File: src/rtl/rt_pkg.sv
package rt_pkg;
    localparam int N_TAPS = 5;

    typedef enum logic [2:0] {
        SRC_DIV4    = 3'd0,
        SRC_DIV16   = 3'd1,
        SRC_DIV64   = 3'd2,
        SRC_DIV256  = 3'd3,
        SRC_DIV1024 = 3'd4,
        SRC_EXT     = 3'd5,
        SRC_RTC     = 3'd6,
        SRC_OFF     = 3'd7
    } src_e;

    typedef enum logic [1:0] {
        ST_STOP  = 2'd0,
        ST_RUN   = 2'd1,
        ST_SLEEP = 2'd2
    } run_e;

    localparam logic [1:0] A_CONST = 2'd0;
    localparam logic [1:0] A_COUNT = 2'd1;
    localparam logic [1:0] A_CTRL  = 2'd2;
    localparam logic [1:0] A_CAPT  = 2'd3;

    localparam int B_FALL  = 3;
    localparam int B_START = 4;
    localparam int B_UFIE  = 5;
    localparam int B_CAPEN = 6;
    localparam int B_CAPIE = 7;
    localparam int B_UFF   = 8;
    localparam int B_CAPF  = 9;
endpackage

File: src/rtl/rt_prescale.sv
module rt_prescale #(
    parameter int TAPS  = 5,
    localparam int PRE_W = 2 * TAPS
) (
    input  logic            clk,
    input  logic            rst_n,
    output logic [TAPS-1:0] tap
);
    logic [PRE_W-1:0] pre_q;

    always_ff @(posedge clk or negedge rst_n) begin
        if (!rst_n) pre_q <= '0;
        else        pre_q <= pre_q + 1'b1;
    end

    // Tap k fires once every 4^(k+1) cycles, when its low bits are zero.
    for (genvar k = 0; k < TAPS; k++) begin : g_tap
        assign tap[k] = (pre_q[2*k+1:0] == '0);
    end
endmodule

File: src/rtl/rt_edge.sv
module rt_edge #(
    parameter int SYNC_N = 2
) (
    input  logic clk,
    input  logic rst_n,
    input  logic pin,
    output logic rise,
    output logic fall
);
    // SYNC_N synchronizer flops plus one history flop.
    logic [SYNC_N:0] sh_q;

    always_ff @(posedge clk or negedge rst_n) begin
        if (!rst_n) sh_q <= '0;
        else        sh_q <= {sh_q[SYNC_N-1:0], pin};
    end

    assign rise =  sh_q[SYNC_N-1] & ~sh_q[SYNC_N];
    assign fall = ~sh_q[SYNC_N-1] &  sh_q[SYNC_N];
endmodule

File: src/rtl/rt_core.sv
module rt_core import rt_pkg::*; #(
    parameter int CNT_W = 32
) (
    input  logic             clk,
    input  logic             rst_n,
    input  logic             start,
    input  logic             hold,
    input  logic             tick,
    input  logic             ld,
    input  logic [CNT_W-1:0] ld_val,
    input  logic [CNT_W-1:0] reload,
    output logic [CNT_W-1:0] cnt,
    output logic             dec_go,
    output logic             underflow
);
    run_e state_q, state_d;
    logic run;

    // State register
    always_ff @(posedge clk or negedge rst_n) begin
        if (!rst_n) state_q <= ST_STOP;
        else        state_q <= state_d;
    end

    // Transitions: START, HALT, DOZE, WAKE
    always_comb begin
        state_d = state_q;
        unique case (state_q)
            ST_STOP:  if (start)     state_d = hold ? ST_SLEEP : ST_RUN;
            ST_RUN:   if (!start)    state_d = ST_STOP;
                      else if (hold) state_d = ST_SLEEP;
            ST_SLEEP: if (!start)    state_d = ST_STOP;
                      else if (!hold) state_d = ST_RUN;
            default:                 state_d = ST_STOP;
        endcase
    end

    // Outputs
    always_comb begin
        run       = (state_q == ST_RUN);
        dec_go    = run & tick & ~ld;
        underflow = dec_go & (cnt == '0);
    end

    always_ff @(posedge clk or negedge rst_n) begin
        if (!rst_n)         cnt <= '0;
        else if (ld)        cnt <= ld_val;
        else if (underflow) cnt <= reload;
        else if (dec_go)    cnt <= cnt - 1'b1;
    end
endmodule

File: src/rtl/reload_timer.sv
module reload_timer import rt_pkg::*; #(
    parameter int CNT_W  = 32,
    parameter int SYNC_N = 2
) (
    input  logic             clk,
    input  logic             rst_n,
    input  logic             standby,
    input  logic             rtc_tick,
    input  logic             ext_pin,
    input  logic             bus_wr,
    input  logic [1:0]       bus_addr,
    input  logic [CNT_W-1:0] bus_wdata,
    input  logic [1:0]       bus_raddr,
    output logic [CNT_W-1:0] bus_rdata,
    output logic             irq_underflow,
    output logic             irq_capture,
    output logic             dma_req
);
    logic [N_TAPS-1:0] tap;
    logic              rise, fall, ext_ev, tick, hold, cap_go;
    logic [7:0]        ctrl_q;
    logic [7:0]        src_vec;
    logic              uf_flag, cap_flag, dma_q;
    logic [CNT_W-1:0]  reload_q, cnt_q, cap_q;
    logic              dec_go, underflow, cnt_wr, ctrl_wr;
    logic              uf_clr, cap_clr;
    src_e              src;

    rt_prescale #(.TAPS(N_TAPS)) u_pre (
        .clk(clk), .rst_n(rst_n), .tap(tap)
    );

    rt_edge #(.SYNC_N(SYNC_N)) u_edge (
        .clk(clk), .rst_n(rst_n), .pin(ext_pin), .rise(rise), .fall(fall)
    );

    assign src     = src_e'(ctrl_q[2:0]);
    assign ext_ev  = ctrl_q[B_FALL] ? fall : rise;
    assign src_vec = {1'b0, rtc_tick, ext_ev, tap};
    assign tick    = src_vec[ctrl_q[2:0]];
    assign hold    = standby && (src != SRC_RTC);
    assign cap_go  = ctrl_q[B_CAPEN] & ext_ev;
    assign cnt_wr  = bus_wr && (bus_addr == A_COUNT);
    assign ctrl_wr = bus_wr && (bus_addr == A_CTRL);
    assign uf_clr  = ctrl_wr && !bus_wdata[B_UFF];
    assign cap_clr = ctrl_wr && !bus_wdata[B_CAPF];

    rt_core #(.CNT_W(CNT_W)) u_core (
        .clk(clk), .rst_n(rst_n), .start(ctrl_q[B_START]), .hold(hold),
        .tick(tick), .ld(cnt_wr), .ld_val(bus_wdata), .reload(reload_q),
        .cnt(cnt_q), .dec_go(dec_go), .underflow(underflow)
    );

    always_ff @(posedge clk or negedge rst_n) begin
        if (!rst_n) begin
            reload_q <= '0;
            ctrl_q   <= '0;
            uf_flag  <= 1'b0;
            cap_flag <= 1'b0;
            cap_q    <= '0;
            dma_q    <= 1'b0;
        end else begin
            if (bus_wr && (bus_addr == A_CONST)) reload_q <= bus_wdata;
            if (ctrl_wr) ctrl_q <= bus_wdata[7:0];
            // A new event wins over a clear in the same cycle.
            uf_flag  <= underflow | (uf_flag & ~uf_clr);
            cap_flag <= cap_go | (cap_flag & ~cap_clr);
            if (cap_go) cap_q <= cnt_q;
            dma_q <= cap_go;
        end
    end

    always_comb begin
        unique case (bus_raddr)
            A_CONST: bus_rdata = reload_q;
            A_COUNT: bus_rdata = cnt_q;
            A_CTRL:  bus_rdata = CNT_W'({cap_flag, uf_flag, ctrl_q});
            default: bus_rdata = cap_q;
        endcase
    end

    assign irq_underflow = uf_flag & ctrl_q[B_UFIE];
    assign irq_capture   = cap_flag & ctrl_q[B_CAPIE];
    assign dma_req       = dma_q;
endmodule

File: config.mk
export PLATFORM = sky130hd
export DESIGN_NAME = reload_timer
export DESIGN_NICKNAME = d
export VERILOG_FILES = /design/src/rtl/rt_pkg.sv /design/src/rtl/rt_prescale.sv /design/src/rtl/rt_edge.sv /design/src/rtl/rt_core.sv /design/src/rtl/reload_timer.sv
export SDC_FILE = /design/constraint.sdc
export NUM_CORES = 1
export LEC_CHECK = 0
export ABC_AREA = 1
export ABC_CLOCK_PERIOD_IN_PS = 2900
export BUFFER_PORTS_ARGS = -buffer_cell sky130_fd_sc_hd__buf_2
export CAP_MARGIN = 20
export CORE_MARGIN = 2
export CORE_UTILIZATION = 38
export DETAILED_ROUTE_END_ITERATION = 12
export GPL_ROUTABILITY_DRIVEN = 0
export PLACE_DENSITY = 0.63
export SETUP_SLACK_MARGIN = 0.1
export SLEW_MARGIN = 0
export SYNTH_ARGS = -nofsm -noshare
export SYNTH_HDL_FRONTEND = slang
export SYNTH_SLANG_ARGS = --single-unit
File: constraint.sdc
create_clock -name clk -period 2.9 [get_ports clk]
set_clock_uncertainty 0.15 [all_clocks]
set_input_delay 0.58 -clock clk [delete_from_list [all_inputs] [get_ports clk]]
set_output_delay 0.58 -clock clk [all_outputs]
set_load 0.02 [all_outputs]
-- Word-level counts from Yosys, hierarchy flattened
Index checks and enable logic that the tools add are counted.
- add/subtract/negate cells: 2
- muxes and demuxes: 14
- bitwise logic cells: 17
- equality and inequality tests: 10
- reductions and logical operators: 19
- order comparisons: 1
- operator list (operator ; number):
    32-bit 2-to-1 mux ; 3
    32-bit case mux with 3 select lines ; 1
    32-bit zero test ; 1
    32-bit by 1-bit subtractor with 32-bit output (second input constant) ; 1
    2-bit 2-to-1 mux ; 6
    10-bit by 1-bit adder with 10-bit output (second input constant) ; 1
    1-bit bitwise AND ; 10
    10-bit zero test ; 1
    2-bit zero test ; 4
    8-bit zero test ; 1
    2-bit by 1-bit == test with 1-bit output (second input constant) ; 3
    2-bit == test (second input constant) ; 3
    1-bit logical AND ; 6
    6-bit zero test ; 1
    3-bit inequality test (second input constant) ; 2
    2-bit case mux with 3 select lines ; 1
    1-bit NOT ; 5
    4-bit zero test ; 1
    3-bit by 4-bit less-than comparator with 1-bit output (second input constant) ; 1
    1-bit binary-select mux with 3-bit select ; 1
    3-bit by 2-bit inequality test with 1-bit output (second input constant) ; 1
    3-bit AND reduction ; 1
    3-bit nonzero test ; 1
    1-bit zero test ; 2
    3 further kinds ; 5
- word-level logic and storage cells: 73
- flip-flop bits (word level): 122

-- Depth between registers and ports, before layout
Gate-level depths: netlist of the first run.
- word-level depth: 10
- gate-level depth with buffers: 15
- mapped depth without buffers: 14

-- Modules after synthesis
Synthesis of the first run repeated with hierarchy kept, for this count alone.
- cells, all modules: 1001
- area, all modules: 7289.5 µm²
- by module, submodules not included (module ; instances ; area an instance (µm²) ; cells each ; seq. area each (µm²)):
    reload_timer ; 1 ; 3799.9 ; 476 ; 1876.8
    rt_core ; 1 ; 2879.0 ; 453 ; 850.8
    rt_prescale ; 1 ; 520.5 ; 65 ; 250.2
    rt_edge ; 1 ; 90.1 ; 7 ; 75.1

-- Worst setup path after synthesis of the first run
No wires, ideal clock.
- kind: input to output
- start: input bus_raddr[0]
- end: output bus_rdata[4]
- buffers on the path: 1
- setup slack: 0.735 ns
- stages on the path: 5
- arrival time: 1.435 ns
- cells stage by stage: inv_1 > nor2_1 > inv_1 > clkbuf_1 > o2111ai_1
- cells in the longest elaborated chain, start to end: 2
- elaborated cells between the ends (all ways): 4
- RTL lines (element ; RTL line ; source):
    start: declaration ; reload_timer.sv:13 ; input logic [1:0] bus_raddr,
    2-bit == test (tied with other cells) ; reload_timer.sv:74 ; unique case (bus_raddr)
    32-bit case mux with 3 select lines * ; reload_timer.sv:74 ;
    end: declaration ; reload_timer.sv:14 ; output logic [CNT_W-1:0] bus_rdata,
Mark *: on every way between the ends. The rest lies on a longest branch, timed or not.

-- Final worst setup path of the first run
- start: input bus_raddr[0]
- end: output bus_rdata[6]
The elaborated chain is that of the path after synthesis.

==> metrics.txt, run 1 <==
max incr delay on CP 300 ps; global-route wire length before repair 31.3 mm; global route overflow 0; final period utilization 90.1%; status complete, no violations; power density over the cells 766 nW/um^2; P_leak 4.02 nW; Clock Latency Late Sink 420 ps; Max H-tree Level 4; DRC violations left 0; CTS tree yes; critical path endpoint bus_rdata[6]; row cnt 49; vias 6077; synth unique cells 35; CP max-delay cell inv_1; worst-margin pin slew 680 ps; cts bufs inserted 17; final worst-path setup slack 289 ps; MaxCap Viol Count 0; routed wire length per instance 15.5 um; fmax 383 MHz; Seq/Total Area, Yosys 44.5%; VDD IR max 0.000484 V; syn_area_per_cell 7.67 sq um; depth of the worst register-to-register path 15; chip height 138 um; Mapped Nets 940; mapped cell area 6860 sq um; pre-CTS WS 200 ps; Ports 77; GRT Util Overall 20.4%; DR vias/cell 5.01; worst relative slew slack 54.5%; initial antenna violation count 0; largest net degree at the start of global routing 64; layout cells sized above 1 17.1%; Final Critical Period 2610 ps; # diodes 0; Post-synth EDFFs 0; cells along the critical path buf_2 > inv_1 > nor2_1 > inv_1 > buf_6 > o22ai_1 > a21oi_1 > nand2_1 > buf_2; synthesized instance count 895; Critical path origin bus_raddr[0]; fill count 1759; crit path kind input port to output port; Net count, final 1017; yosys warns 0; asr flop ratio synth 100%; CTS clk-pin slew, worst paths 50 ps; ANT nets after route 0; vias in the first global route 5909; HP Class input port to flip-flop; multi-input combinational cell area 3230 sq um; most frequent cells in the layout nand2_1, dfrtp_1, inv_1, buf_2, o21ai_0; Post-Route WL 18.8 mm; Yosys reg bits 122; Startpoint Class input port; P&R area growth vs syn 18.2%; Fin Hold WS 119 ps; IO Port Bufs 76; dpl hpwl 13.4 mm; core outline area 17800 sq um; total negative slack 0 ps; Slew Viols, Final 0; drt initial violations 449; Layout Cells excl Fill 1214; Worst Path Arrival 1880 ps; Placed Cells 1181; Final Hold Fails 0; Clock Tree Root clkbuf_16; commonest non-fill, non-tap cell in the layout nand2_1; setup bufs post-CTS 0; Req. time, crit path 2170 ps; first-pass iteration count of the detailed router 5; reg2reg end u_core.cnt[12]$_DFFE_PN0P_; Main synth FF type dfrtp_1; RSZ-0062 raised after global routing no; clock sink total 122; clock buffer depth 2; Crit. End Element output port; die area 19100 sq um; DIE WIDTH 138 um; RR Startpoint u_pre.pre_q[5]$_DFF_PN0_; critical path peak fanout 22; Storage cell area 3050 sq um; endpoints failing setup 0; Initial Util 38.5%; r2r setup slk 530 ps
cell usage after synthesis (7+ instances only):
master    number  area, sq um
dfrtp_1      122         3050
nand3_1       63          315
clkbuf_1      24         90.1
xor2_1        31          272
mux2_2        16          180
nand4_1        7         43.8
nand2_1      277         1040
inv_1        107          402
o211ai_1      37          278
o21ai_0       71          355
nor2_1        67          251
a21oi_1        8         40.0
state kept, by name (all words and copies together) (netlist names):
| name | cells |
|---|---|
| cap_flag | 1 |
| cap_q | 32 |
| ctrl_q | 8 |
| dma_req | 1 |
| reload_q | 32 |
| u_core.cnt | 32 |
| u_core.state_q | 2 |
| u_edge.sh_q | 3 |
| u_pre.pre_q | 10 |
| uf_flag | 1 |
routing by layer:
| metal | global-route usage [%] | vias to the layer above | wire (um) |
|---|---|---|---|
| li1 | - | 3037 | - |
| met1 | 29.1 | 2889 | 9210 |
| met2 | 31.6 | 128 | 8500 |
| met3 | 3.88 | 23 | 703 |
| met4 | 6.50 | 0 | 359 |
| met5 | 0 | - | 0 |
power breakdown:
part / switching, mW / internal (mW) / leakage, nW
clock network: 0.793 / 1.23 / 0.273
logic: 1.05 / 0.612 / 2.23
registers: 0.404 / 2.13 / 1.52
worst min-delay path by stage:
stage | start | cells after the start | slack, ps | end
after floorplan | rst_n | 0 | 130 | cap_flag$_DFF_PN0_
after global placement | u_edge.sh_q[0]$_DFF_PN0_ | 0 | 180 | u_edge.sh_q[1]$_DFF_PN0_
after detailed placement | u_edge.sh_q[0]$_DFF_PN0_ | 0 | 190 | u_edge.sh_q[1]$_DFF_PN0_
after CTS | ext_pin | 1 | 100 | u_edge.sh_q[0]$_DFF_PN0_
after global routing | ext_pin | 1 | 100 | u_edge.sh_q[0]$_DFF_PN0_
final | ext_pin | 1 | 120 | u_edge.sh_q[0]$_DFF_PN0_
critical path: cells and delay by family:
kind | cells | cell delay (ps)
buf+inv | 5 | 930
compound gates | 2 | 230
simple gates | 2 | 140
logic make-up (layout without fill, tap and decap cells):
family                   after synthesis  in the layout  share of synthesized area, %
flip-flops                           122            122                          44.5
adder cells (fa/ha/maj)                3              3                         0.547
AO/OA/AOI/OAI                        131            131                          11.4
XOR/XNOR                              32             32                          4.08
AND/OR/NAND/NOR                      445            445                          28.4
multiplexers                          16             16                          2.63
buffers and inverters                146            236                          8.46
final cells by class:
| cell class | count | share of cell area [%] |
|---|---|---|
| clock inverter | 12 | 1.22 |
| sequential | 122 | 37.6 |
| timing repair buffer | 93 | 6.83 |
| clock buffer | 20 | 5.75 |
| tap | 229 | 3.53 |
| inverter | 111 | 5.18 |
| multi-input combinational | 627 | 39.9 |
per-stage QoR:
stage                     area (sq um)  util (%)  power [mW]
final                             8110      45.5        6.22
after global placement            7530      42.2        4.18
after global routing              8110      45.5        6.64
after detailed placement          7530      42.2        4.21
after floorplan                   6860         -        3.66
after CTS                         8110      45.5        6.25
repair_timing:
action                                 4_1_cts  5_1_grt
hold buffers                                 1        0
setup endpoints to repair                    0        1
gates resized for setup                      0        1
endpoints found under the hold margin       20        0
No activity file was read; power rests on OpenSTA's default activity.
==> inputs of run 2 (changes only) <==
- CTS_BUF_LIST: unset -> sky130_fd_sc_hd__clkbuf_2
==> metrics.txt, run 2 (synthesized netlist as in run 1, its figures left out) <==
Psw 2.13 mW (-5.0%); commonest non-fill, non-tap cell in the layout nand2_1; Post-Route WL 18.8 mm (+0.20%); Max H-tree Level 4 (unchanged); Ports 77 (unchanged); global-route wire length before repair 31.5 mm (+0.44%); Clock Tree Root clkbuf_2; final worst-path setup slack 281 ps (-7.98 ps); clock power share 18.7% (-14 points); worst-margin pin slew 666 ps (-13.3 ps); fin area 8070 sq um (-0.59%); Worst Path Arrival 1890 ps (about the same); Req. time, crit path 2170 ps (about the same); Top delay family on crit path buffers and inverters; global route overflow 0 (unchanged); Final Hold Fails 0 (unchanged); setup bufs post-CTS 0 (unchanged); max incr delay on CP 300 ps (about the same); fin util 45.2% (-0.27 points); power density over the cells 642 nW/um^2 (-16%); most frequent cells in the layout nand2_1, dfrtp_1, inv_1, buf_2, o21ai_0; pre-CTS WS 200 ps (unchanged); MaxCap Viol Count 0 (unchanged); Placed Instance Area 7530 sq um (unchanged); CP max-delay cell inv_1; dpl hpwl 13.4 mm (unchanged); WP buf/inv 5 (unchanged); P&R area growth vs syn 17.5%; Final Critical Period 2620 ps (+7.97 ps); worst relative slew slack 55.4% (+0.89 points); vias in the first global route 6061 (+2.6%); largest net degree at the start of global routing 64 (unchanged); Internal 3.05 mW (-23%); fmax 382 MHz (-0.30%); drt initial violations 408 (-9.1%); Slew Viols, Final 0 (unchanged); Startpoint Class input port; fill count 1802 (+2.4%); layout cells sized above 1 16.2% (-0.83 points); VDD IR max 0.000232 V (-52%); Crit. End Element output port; initial antenna violation count 1 (+1); clock sink total 122 (unchanged); endpoints failing setup 0 (unchanged); die area 19100 sq um (unchanged); CTS clk-pin slew, worst paths 180 ps (+130 ps); first-pass iteration count of the detailed router 5 (unchanged); Net count, final 1049 (+3.1%); CTS tree yes; cts bufs inserted 17 (unchanged); core outline area 17800 sq um (unchanged); HP Class input port to flip-flop; vias 6135 (+0.95%); Initial Util 38.5% (unchanged); P_leak 4.00 nW (-0.55%); ANT nets after route 0 (unchanged); chip height 138 um (unchanged); cells along the critical path buf_2 > inv_1 > nor2_1 > inv_1 > buf_6 > o22ai_1 > a21oi_1 > nand2_1 > buf_2; status complete, no violations; Gate power share 32.6% (+5.9 points); routed wire length per instance 15.1 um (-2.5%); RSZ-0062 raised after global routing no; DR vias/cell 4.92 (-1.7%); DRC violations left 0 (unchanged); GRT Util Overall 20.4% (-0.063 points); Fin Hold WS 70.0 ps (-48.6 ps); Top Registers cap_q x32, reload_q x32, u_core.cnt x32; row cnt 49 (unchanged); critical path peak fanout 22 (unchanged); Sequential Power Share 48.6% (+7.9 points); IO Port Bufs 76 (unchanged); crit path kind input port to output port; Clock Latency Late Sink 720 ps (+300 ps); clock buffer depth 2 (unchanged); total negative slack 0 ps (unchanged); DIE WIDTH 138 um (unchanged); final period utilization 90.3% (+0.27 points); sw frac 41.2% (+5.1 points)
## run 2: cell types whose count changed in the layout (fill, tap and decap cells not counted)
cell	previous run	this run
dlygate4sd3_1	1	33
clkbuf_16	17	0
clkbuf_2	0	17
clkbuf_8	3	0
clkinv_1	1	4
diode_2	0	1
## run 2: final timing paths
path	startpoint	slack (ps)	cells past startpoint	to
max	bus_raddr[0]	280	9	bus_rdata[6]
min	bus_wdata[16]	70	3	reload_q[16]$_DFFE_PN0P_
max reg2reg	u_pre.pre_q[5]$_DFF_PN0_	510	15	u_core.cnt[12]$_DFFE_PN0P_
min reg2reg	u_edge.sh_q[0]$_DFF_PN0_	230	0	u_edge.sh_q[1]$_DFF_PN0_
max in group asynchronous	rst_n	1840	3	cap_q[24]$_DFFE_PN0P_
min in group asynchronous	rst_n	130	2	u_pre.pre_q[4]$_DFF_PN0_
## run 2: per-layer routing
layer	track usage [%]	up-vias	wire, um
met5	0	-	0
met4	6.02	0	301
met3	3.71	20	913
met2	32.0	137	8520
met1	28.8	2878	9080
li1	-	3100	-
## run 2: power groups by stage
stage          Sequential [mW]  Clock [mW]  Combinational [mW]
5_1_grt                   2.58        1.07                1.94
6_report                  2.52       0.970                1.69
3_3_place_gp              2.54           0                1.64
3_5_place_dp              2.55           0                1.67
2_1_floorplan             2.42           0                1.23
4_1_cts                   2.51       0.996                1.71
## run 2: final cells by class
cell class | instances | area (sq um) | area share (%)
Antenna cell | 1 | 2.50 | 0.0310
Clock buffer | 17 | 85.1 | 1.05
Clock inverter | 15 | 110 | 1.37
Inverter | 111 | 420 | 5.21
Multi-Input combinational cell | 627 | 3230 | 40.1
Sequential cell | 122 | 3050 | 37.9
Tap cell | 229 | 287 | 3.55
Timing Repair Buffer | 125 | 875 | 10.8
## run 2: stage by stage
step / std cells / power [mW]
after floorplan: 895 / 3.66
after global placement: 1181 / 4.18
after detailed placement: 1181 / 4.21
after CTS: 1246 / 5.21
after global routing: 1247 / 5.59
final: 1247 / 5.18
## run 2: timing repair
item,CTS,global route
hold buffers,33,0
hold endpoints to repair,188,0
endpoints found under the setup margin,0,1
gates resized for setup,0,1
## run 2: worst reg2reg max path, stage by stage, from the launching register on
cell	delay, ps
dfrtp_1	460
nor2_1	170
nand2_1	70
nand2_1	50
nand2_1	50
nand2_1	50
nand2_1	50
nand2_1	50
nand2_1	60
nand2_2	140
nand2_1	360
buf_4	370
nand3_1	100
o21ai_0	80
inv_1	60
nand2_1	40
==> inputs of run 3 (changes only) <==
- CORE_ASPECT_RATIO: unset -> 1.1
==> metrics.txt, run 3 (synthesized netlist as in run 1, its figures left out) <==
Initial Util 38.8% (+0.36 points); Final Critical Period 2600 ps (-22.9 ps); Fin Hold WS 41.7 ps (-28.2 ps); largest net degree at the start of global routing 60 (-6.3%); commonest non-fill, non-tap cell in the layout nand2_1; CTS clk-pin slew, worst paths 180 ps (about the same); # resized after CTS 0 (unchanged); DRC violations left 0 (unchanged); GRT Util Overall 20.1% (-0.26 points); Psw 2.15 mW (+0.94%); CP max-delay cell buf_4; RSZ-0062 raised after global routing no; DIE WIDTH 132 um (-4.5%); cells along the critical path buf_2 > inv_1 > nor2_1 > inv_1 > buf_4 > o2111ai_1 > buf_2; drt initial violations 438 (+7.4%); vias 6200 (+1.1%); crit path kind input port to output port; clock buffer depth 2 (unchanged); fmax 385 MHz (+0.88%); Slew Viols, Final 0 (unchanged); Final Hold Fails 0 (unchanged); Clock Latency Late Sink 720 ps (about the same); most frequent cells in the layout nand2_1, dfrtp_1, inv_1, buf_2, o21ai_0; Internal 3.42 mW (+12%); Worst Path Arrival 1870 ps (-20 ps); worst relative slew slack 48.2% (-7.3 points); DR vias/cell 4.91 (-0.22%); die area 19100 sq um (about the same); routed wire length per instance 14.9 um (-1.1%); hold bufs inserted after CTS 36 (+9.1%); Startpoint Class input port; vias in the first global route 5808 (-4.2%); pre-CTS WS 274 ps (+73.4 ps); VDD IR max 0.000259 V (+11%); Net count, final 1056 (+0.67%); fin area 8240 sq um (+2.1%); initial antenna violation count 1 (unchanged); P_leak 4.08 nW (+1.9%); clock sink total 122 (unchanged); Top delay family on crit path buffers and inverters; MaxCap Viol Count 0 (unchanged); ANT nets after route 0 (unchanged); Req. time, crit path 2170 ps (about the same); Ports 77 (unchanged); sw frac 38.6% (-2.6 points); Max H-tree Level 4 (unchanged); Crit. End Element output port; setup bufs post-CTS 0 (unchanged); row cnt 51 (+4.1%); worst-margin pin slew 775 ps (+108 ps); first-pass iteration count of the detailed router 7 (+2); cts bufs inserted 17 (unchanged); P&R area growth vs syn 20.0%; layout cells sized above 1 16.8% (+0.57 points); IO Port Bufs 76 (unchanged); critical path peak fanout 23 (+4.5%); endpoints failing setup 0 (unchanged); clock power share 24.2% (+5.5 points); core outline area 17700 sq um (-0.93%); Sequential Power Share 45.3% (-3.3 points); Post-Route WL 18.8 mm (+0.15%); Placed Instance Area 7560 sq um (+0.38%); final worst-path setup slack 303 ps (+22.9 ps); CTS tree yes; global-route wire length before repair 30.3 mm (-3.5%); max incr delay on CP 270 ps (-30 ps); dpl hpwl 13.6 mm (+1.3%); total negative slack 0 ps (unchanged); HP Class input port to flip-flop; chip height 145 um (+4.7%); Gate power share 30.5% (-2.1 points); final period utilization 89.5% (-0.79 points); global route overflow 0 (unchanged); r2r setup slk 560 ps (+50 ps); power density over the cells 677 nW/um^2 (+5.4%); status complete, no violations; Clock Tree Root clkbuf_2; Top Registers cap_q x32, reload_q x32, u_core.cnt x32; WP buf/inv 5 (unchanged)
==> run 3: changes by cell type in the layout (fill, tap and decap cells not counted), sizes merged <==
cell / before / now
clkinv: 12 / 7
clkbuf: 17 / 18
bufinv: 1 / 5
buf: 92 / 96
inv: 109 / 110
dlygate4sd3: 33 / 36
clkinvlp: 4 / 3
==> run 3: layout make-up <==
class / count / area, sq um
Antenna cell: 1 / 2.50
Clock buffer: 18 / 90.1
Clock inverter: 14 / 221
Fill cell: 1787 / 9440
Inverter: 111 / 420
Multi-Input combinational cell: 627 / 3230
Sequential cell: 122 / 3050
Tap cell: 238 / 298
Timing Repair Buffer: 132 / 918
==> run 3: power by group through the flow <==
stage | clock network, mW | logic [mW] | registers [mW]
floorplan | 0 | 1.23 | 2.42
global placement | 0 | 1.64 | 2.55
detailed placement | 0 | 1.67 | 2.55
CTS | 1.38 | 1.71 | 2.52
global route | 1.45 | 1.93 | 2.59
finish | 1.35 | 1.70 | 2.53
==> run 3: worst paths after layout <==
check,from,end,cells past startpoint
setup / recovery,bus_raddr[0],bus_rdata[9],7
hold / removal,bus_wdata[16],reload_q[16]$_DFFE_PN0P_,3
setup reg to reg,u_core.cnt[1]$_DFFE_PN0P_,u_core.cnt[25]$_DFFE_PN0P_,12
hold reg to reg,u_edge.sh_q[0]$_DFF_PN0_,u_edge.sh_q[1]$_DFF_PN0_,0
max in group asynchronous,rst_n,u_pre.pre_q[7]$_DFF_PN0_,4
min in group asynchronous,rst_n,ctrl_q[3]$_DFFE_PN0P_,3
==> run 3: worst reg2reg max path, delay by kind of cell (launching register included) <==
kind | cells | cell delay, ps
simple gates | 8 | 1060
flops | 1 | 490
buf+inv | 3 | 370
fa+ha+maj | 1 | 240
==> run 3: stage by stage <==
stage                     util [%]  std cells  power (mW)
after floorplan                  -        895        3.66
after global placement        42.8       1194        4.18
after detailed placement      42.8       1194        4.22
after CTS                     46.6       1262        5.61
after global routing          46.6       1263        5.97
final                         46.6       1263        5.57
==> run 3: layer usage <==
layer | wire length, um | vias to the layer above | share of wire (%) | track usage, %
li1 | - | 3111 | - | -
met1 | 9160 | 2915 | 49 | 28.6
met2 | 8740 | 162 | 46 | 31.3
met3 | 814 | 12 | 4.3 | 3.74
met4 | 119 | 0 | 0.63 | 5.82
met5 | 0 | - | 0 | 0
